$ cat src/rtl/vbg_pkg.sv
package vbg_pkg;
    parameter int LANES     = 8;
    parameter int IDX_W     = 8;
    parameter int HALF_W    = 64;
    parameter int VEC_W     = 128;
    parameter int NREGS     = 32;
    parameter int MAX_TBL   = 4;
    parameter int CNT_W     = 3;

    localparam int REG_AW   = $clog2(NREGS);
    localparam int ELEM_W   = REG_AW + 1;
    localparam int BOFF_W   = $clog2(HALF_W / 8);
    localparam int LANE_W   = $clog2(LANES);
    localparam int LIMIT_W  = IDX_W + 1;
    localparam int VEC_BYTES = VEC_W / 8;
    localparam int WORD_W   = LANES * IDX_W;
    localparam int BUSY_CYC = LANES + 1;

    typedef enum logic [1:0] {
        ST_IDLE   = 2'd0,
        ST_ISSUE  = 2'd1,
        ST_FINISH = 2'd2
    } gather_state_t;

    typedef struct packed {
        logic              valid;
        logic [REG_AW-1:0] rnum;
        logic              half;
        logic [BOFF_W-1:0] boff;
    } lane_sel_t;
endpackage

$ cat src/rtl/vbg_limit_calc.sv
module vbg_limit_calc
    import vbg_pkg::*;
(
    input  logic [CNT_W-1:0]   tbl_count,
    output logic [LIMIT_W-1:0] limit
);
    logic [CNT_W-1:0] eff_count;

    always_comb begin
        if (tbl_count >= CNT_W'(1) && tbl_count <= CNT_W'(MAX_TBL))
            eff_count = tbl_count;
        else
            eff_count = CNT_W'(MAX_TBL);
        limit = LIMIT_W'(eff_count) * LIMIT_W'(VEC_BYTES);
    end
endmodule

$ cat src/rtl/vbg_lane_decode.sv
module vbg_lane_decode
    import vbg_pkg::*;
(
    input  logic [IDX_W-1:0]   idx,
    input  logic [REG_AW-1:0]  base,
    input  logic [LIMIT_W-1:0] limit,
    output lane_sel_t          sel
);
    logic [ELEM_W-1:0] elem;

    always_comb begin
        elem      = {base, 1'b0} + ELEM_W'(idx[IDX_W-1:BOFF_W]);
        sel.valid = LIMIT_W'(idx) < limit;
        sel.rnum  = elem[ELEM_W-1:1];
        sel.half  = elem[0];
        sel.boff  = idx[BOFF_W-1:0];
    end
endmodule

$ cat src/rtl/vbg_byte_merge.sv
module vbg_byte_merge
    import vbg_pkg::*;
(
    input  logic [WORD_W-1:0] cur,
    input  logic [HALF_W-1:0] src,
    input  logic [LANE_W-1:0] lane,
    input  logic [BOFF_W-1:0] boff,
    output logic [WORD_W-1:0] nxt
);
    always_comb begin
        nxt = cur;
        nxt[lane*IDX_W +: IDX_W] = src[boff*8 +: 8];
    end
endmodule

$ cat src/rtl/vec_byte_gather.sv
module vec_byte_gather
    import vbg_pkg::*;
(
    input  logic              clk,
    input  logic              rst_n,
    input  logic              start,
    input  logic [63:0]       idx_word,
    input  logic [63:0]       init_word,
    input  logic [4:0]        base_reg,
    input  logic [2:0]        tbl_count,
    output logic              rf_rd_en,
    output logic [4:0]        rf_rd_addr,
    output logic              rf_rd_half,
    input  logic [63:0]       rf_rd_data,
    output logic              busy,
    output logic              done,
    output logic [63:0]       result
);
    gather_state_t state, state_nx;

    logic [WORD_W-1:0]  idx_q;
    logic [REG_AW-1:0]  base_q;
    logic [LIMIT_W-1:0] limit_in, limit_q;
    logic [LANE_W-1:0]  lane_q;
    logic               pend_v;
    logic [LANE_W-1:0]  pend_lane;
    logic [BOFF_W-1:0]  pend_boff;
    logic [WORD_W-1:0]  result_q, merged;
    logic               done_q;
    lane_sel_t          sel_all [LANES];
    lane_sel_t          cur_sel;
    logic               accept;

    vbg_limit_calc u_limit (
        .tbl_count (tbl_count),
        .limit     (limit_in)
    );

    for (genvar k = 0; k < LANES; k++) begin : g_lane
        vbg_lane_decode u_dec (
            .idx   (idx_q[k*IDX_W +: IDX_W]),
            .base  (base_q),
            .limit (limit_q),
            .sel   (sel_all[k])
        );
    end

    assign cur_sel = sel_all[lane_q];
    assign accept  = (state == ST_IDLE) && start;

    vbg_byte_merge u_merge (
        .cur  (result_q),
        .src  (rf_rd_data),
        .lane (pend_lane),
        .boff (pend_boff),
        .nxt  (merged)
    );

    // state register
    always_ff @(posedge clk) begin
        if (!rst_n) state <= ST_IDLE;
        else        state <= state_nx;
    end

    // next-state logic
    always_comb begin
        state_nx = state;
        unique case (state)
            ST_IDLE:   if (start) state_nx = ST_ISSUE;
            ST_ISSUE:  if (lane_q == LANE_W'(LANES - 1)) state_nx = ST_FINISH;
            ST_FINISH: state_nx = ST_IDLE;
            default:   state_nx = ST_IDLE;
        endcase
    end

    // outputs
    always_comb begin
        rf_rd_en   = 1'b0;
        rf_rd_addr = cur_sel.rnum;
        rf_rd_half = cur_sel.half;
        unique case (state)
            ST_IDLE:   rf_rd_en = 1'b0;
            ST_ISSUE:  rf_rd_en = cur_sel.valid;
            ST_FINISH: rf_rd_en = 1'b0;
            default:   rf_rd_en = 1'b0;
        endcase
        busy   = (state != ST_IDLE);
        done   = done_q;
        result = result_q;
    end

    // datapath
    always_ff @(posedge clk) begin
        if (!rst_n) begin
            idx_q     <= '0;
            base_q    <= '0;
            limit_q   <= '0;
            lane_q    <= '0;
            pend_v    <= 1'b0;
            pend_lane <= '0;
            pend_boff <= '0;
            result_q  <= '0;
            done_q    <= 1'b0;
        end else begin
            done_q <= (state == ST_FINISH);
            if (accept) begin
                idx_q    <= idx_word;
                base_q   <= base_reg;
                limit_q  <= limit_in;
                result_q <= init_word;
                lane_q   <= '0;
                pend_v   <= 1'b0;
            end else if (state == ST_ISSUE) begin
                pend_v    <= cur_sel.valid;
                pend_lane <= lane_q;
                pend_boff <= cur_sel.boff;
                lane_q    <= lane_q + LANE_W'(1);
                if (pend_v) result_q <= merged;
            end else if (state == ST_FINISH) begin
                pend_v <= 1'b0;
                if (pend_v) result_q <= merged;
            end
        end
    end
endmodule

$ cat config.mk
export PLATFORM = sky130hd
export DESIGN_NAME = vec_byte_gather
export DESIGN_NICKNAME = d
export VERILOG_FILES = /design/src/rtl/vbg_pkg.sv /design/src/rtl/vbg_limit_calc.sv /design/src/rtl/vbg_lane_decode.sv /design/src/rtl/vbg_byte_merge.sv /design/src/rtl/vec_byte_gather.sv
export SDC_FILE = /design/constraint.sdc
export NUM_CORES = 1
export LEC_CHECK = 0
export CORE_AREA = 10 10 102 194
export DETAILED_ROUTE_END_ITERATION = 16
export DIE_AREA = 0 0 112 204
export PLACE_DENSITY = 0.95
export SLEW_MARGIN = 20
export SYNTH_ARGS = -nofsm -noshare
export SYNTH_HDL_FRONTEND = slang
export SYNTH_SLANG_ARGS = --single-unit
$ cat constraint.sdc
create_clock -name clk -period 7.2 [get_ports clk]
set_input_delay 1.44 -clock clk [delete_from_list [all_inputs] [get_ports clk]]
set_output_delay 1.44 -clock clk [all_outputs]
set_load 0.01 [all_outputs]
==> metrics.log <==
INFO  metric detailedPlacementHpwl = 23500 um
INFO  metric ys_ff_latch = 149
INFO  metric status = finished clean
INFO  metric grtUsageTotal = 0.254
INFO  metric grt_max_degree = 89
INFO  metric synth_flop_cell = sky130_fd_sc_hd__dfxtp_1
INFO  metric yosysMostFrequentCell = sky130_fd_sc_hd__nand2_1
INFO  metric coreArea = 16700 um2
INFO  metric timing.critical_path.arrival = 3.46 ns
INFO  metric power.total = 2.52 mW
INFO  metric critical_path.endpoint_type = output port
INFO  metric tightest_slew = 0.936 ns
INFO  metric cts_sinks = 149
INFO  metric synth.top_cells.by_area = sky130_fd_sc_hd__dfxtp_1 (37%), sky130_fd_sc_hd__mux4_2 (9.1%), sky130_fd_sc_hd__ha_1 (8.8%), sky130_fd_sc_hd__nand2_1 (8.4%), sky130_fd_sc_hd__a21oi_1 (6.8%)
INFO  metric chipWidth = 112 um
INFO  metric syn2layout_area_growth = 41.9%
INFO  metric worstPathRequired = 5.76 ns
INFO  metric path_class = flop to output port
INFO  metric drive_above_1_share = 0.0763
INFO  metric ctsRootBufferMaster = sky130_fd_sc_hd__clkbuf_16
INFO  metric synth-simple-area-share = 0.154
INFO  metric die_area = 22800 um2
INFO  metric finalSetupViolations = 0
INFO  metric ctsHtreeMaxLevel = 4
INFO  metric worst_ir_drop_vdd = 0.205 mV
INFO  metric dr_total_vias = 8019
INFO  metric cts.repair.resized = 0
INFO  metric clock_tree_from_tritoncts = built
INFO  metric netlist_area = 8140 um2
INFO  metric synth-xor-area-share = 0.0194
INFO  metric tns = 0 ns
INFO  metric initial_utilization = 0.488
INFO  metric cts_setup_buffers = 0
INFO  metric globalplace.congestion = 0.942
INFO  metric wire_length_per_cell_after_detailed_routing = 21.9 um
INFO  metric final.period_utilization = 0.680
INFO  metric vias_per_cell = 5.83
INFO  metric io_buffers = 275
INFO  metric synth_fp_nets = 1181
INFO  metric max-slew-margin-rel = 0.376
INFO  metric avgSynthCellArea = 8.91 um2
INFO  metric timing.hold.worst.class = flop to flop
INFO  metric rows = 67
INFO  metric top_level_ports = 276
INFO  metric hold_buffers = 0
INFO  metric static-leakage-power = 4.39 nW
INFO  metric remaining_drc_errors = 0
INFO  metric maxSlewViolCount = 0
INFO  metric critical_path.startpoint_type = flop
INFO  metric grt-ovfl-total = 0
INFO  metric initialDrtViolationCount = 628
INFO  metric numCtsBuffers = 17
INFO  metric report.final.hold_viol_count = 0
INFO  metric synth-seq-area-share = 0.366
INFO  metric grt_setup_unrepaired = no
INFO  metric synth.mux.area_fraction = 0.115
INFO  metric synth_top_family_by_area = compound AO/OA/AOI/OAI gates
INFO  metric synthCells = 913
INFO  metric grt_first_pass_wirelength = 46100 um
INFO  metric path_clk_slew = 0.07 ns
INFO  metric clock_power_share = 0.358
INFO  metric p_switching = 825 uW
INFO  metric synth_largest_type_area_fraction = 0.366
INFO  metric synth_commonest_cells = sky130_fd_sc_hd__nand2_1 (183), sky130_fd_sc_hd__dfxtp_1 (149), sky130_fd_sc_hd__a21oi_1 (111)
INFO  metric sw_frac_of_total = 0.327
INFO  metric antenna_violations_before_repair = 2
INFO  metric fmaxAchievable = 204 MHz
INFO  metric power_frac_seq = 0.382
INFO  metric netlist-cell-type-count = 52
INFO  metric synth_enable_flop_cells = 0
INFO  metric height_of_the_chip = 204 um
INFO  metric synthesis.yosys.warnings = 0
INFO  metric share_of_synthesized_cell_area_in_full_adder_half_adder_and_majority_cells = 0.107
INFO  metric worst-path-max-fanout = 10
INFO  metric fin_nets = 1422
INFO  metric netlist.top_cell.by_area = sky130_fd_sc_hd__dfxtp_1
INFO  metric cts_max_path_buffers = 2
INFO  metric detail_route.wirelength = 30200 um
INFO  metric cap_violations = 0
INFO  metric detail_route.first_pass.iterations = 5
INFO  metric pwr_density_cell = 218 nW/um2
INFO  metric fillerInstances = 1265
INFO  metric synth_compound_gate_area_share = 0.187
INFO  metric clock_insertion_delay_worst_skew = 0.43 ns
INFO  metric ant_nets = 0
INFO  metric timing.clock.skew = 0.00599 ns
INFO  metric grt_pass1_vias = 8550
INFO  metric period_minus_slack = 4.90 ns
INFO  metric pwr-share-comb = 0.260
INFO  metric async_flop_share = 0
INFO  metric cell_internal_power = 1.70 mW
-- flip-flops by register name (all words and copies together), names as in the netlist --
signal / count
pend_lane: 3
state: 2
lane_q: 3
limit_q: 3
pend_v: 1
base_q: 5
done: 1
result: 64
idx_q: 64
pend_boff: 3
-- final cells by class --
cell class                 instances  area (um2)  area share
timing repair buffer             281        2800       0.242
sequential                       149        2980       0.258
clock inverter                    15         181      0.0157
clock buffer                      17         425      0.0368
tap                              207         259      0.0224
inverter                          39         148      0.0128
multi-input combinational        666        4750       0.411
antenna                            2        5.00    0.000433
-- power by group through the flow --
stage | clock network, mW | registers, mW | logic [mW]
3_3_place_gp | 0 | 0.978 | 0.633
6_report | 0.903 | 0.964 | 0.656
5_1_grt | 0.951 | 0.974 | 0.711
2_1_floorplan | 0 | 0.959 | 0.366
4_1_cts | 0.914 | 0.963 | 0.658
3_5_place_dp | 0 | 0.982 | 0.653
-- per-layer routing --
| metal | track usage | vias to the layer above | part of all wire |
|---|---|---|---|
| met1 | 0.253 | 3888 | 0.35 |
| met4 | 0.136 | 0 | 0.044 |
| met2 | 0.474 | 306 | 0.55 |
| met5 | 0 | - | 0 |
| li1 | - | 3746 | - |
| met3 | 0.0541 | 79 | 0.057 |
-- kinds of logic after synthesis --
kind of cell | Yosys count
adders and majority gates | 65
DFF | 149
muxes | 51
buffers and inverters | 98
AOI/OAI and AO/OA | 241
xor gates and xnor gates | 18
and+or+nand+nor | 291
-- path summary, 6_finish.rpt --
path / startpoint / slack [ns] / cells after the start / to
worst max-delay path: base_q[1]$_SDFFE_PN0N_ / 2.30 / 8 / rf_rd_addr[4]
worst min-delay path: idx_q[26]$_SDFFE_PN0N_ / 0.45 / 2 / idx_q[26]$_SDFFE_PN0N_
worst max register to register: state[1]$_SDFFE_PN0P_ / 4.26 / 7 / result[55]$_SDFFE_PN0P_
worst min register to register: idx_q[26]$_SDFFE_PN0N_ / 0.45 / 2 / idx_q[26]$_SDFFE_PN0N_
-- cells in the final DEF, fill, tap and decap left out, drive strengths merged, types with 3 or more instances in the layout --
master	count
clkdlybuf4s50	275
nand2	183
dfxtp	149
a21oi	111
nor2	59
ha	57
inv	45
a22oi	41
mux4	33
o21ai	32
clkbuf	17
a222oi	16
xor2	13
mux2i	10
nand3	10
nand2b	9
o31ai	9
a21o	9
clkinv	9
mux2	8
fa	8
nor3	7
nor2b	6
buf	6
nor4	6
xnor2	5
o21a	4
o2bb2ai	4
a311oi	3
-- worst max-delay path, cell delays in order (launching register included) --
cell and delay, ns:
sky130_fd_sc_hd__dfxtp_1 0.61, sky130_fd_sc_hd__inv_1 0.40, sky130_fd_sc_hd__fa_1 0.55, sky130_fd_sc_hd__nor2b_1 0.17
sky130_fd_sc_hd__o21ai_0 0.11, sky130_fd_sc_hd__a22oi_1 0.19, sky130_fd_sc_hd__mux4_2 0.28, sky130_fd_sc_hd__xor2_1 0.16
sky130_fd_sc_hd__clkdlybuf4s50_1 0.56
-- per-stage QoR --
step | hold slack, ns | area [um2] | utilization | worst slack, ns | instances
after floorplan | 0.432 | 8140 | - | 3.62 | 913
after global placement | 0.439 | 10900 | 0.655 | 2.84 | 1342
after detailed placement | 0.443 | 10900 | 0.655 | 2.83 | 1342
after CTS | 0.453 | 11500 | 0.692 | 2.30 | 1374
after global routing | 0.477 | 11500 | 0.692 | 2.13 | 1376
final | 0.454 | 11500 | 0.692 | 2.30 | 1376
Power figures use the tool's default switching activity.
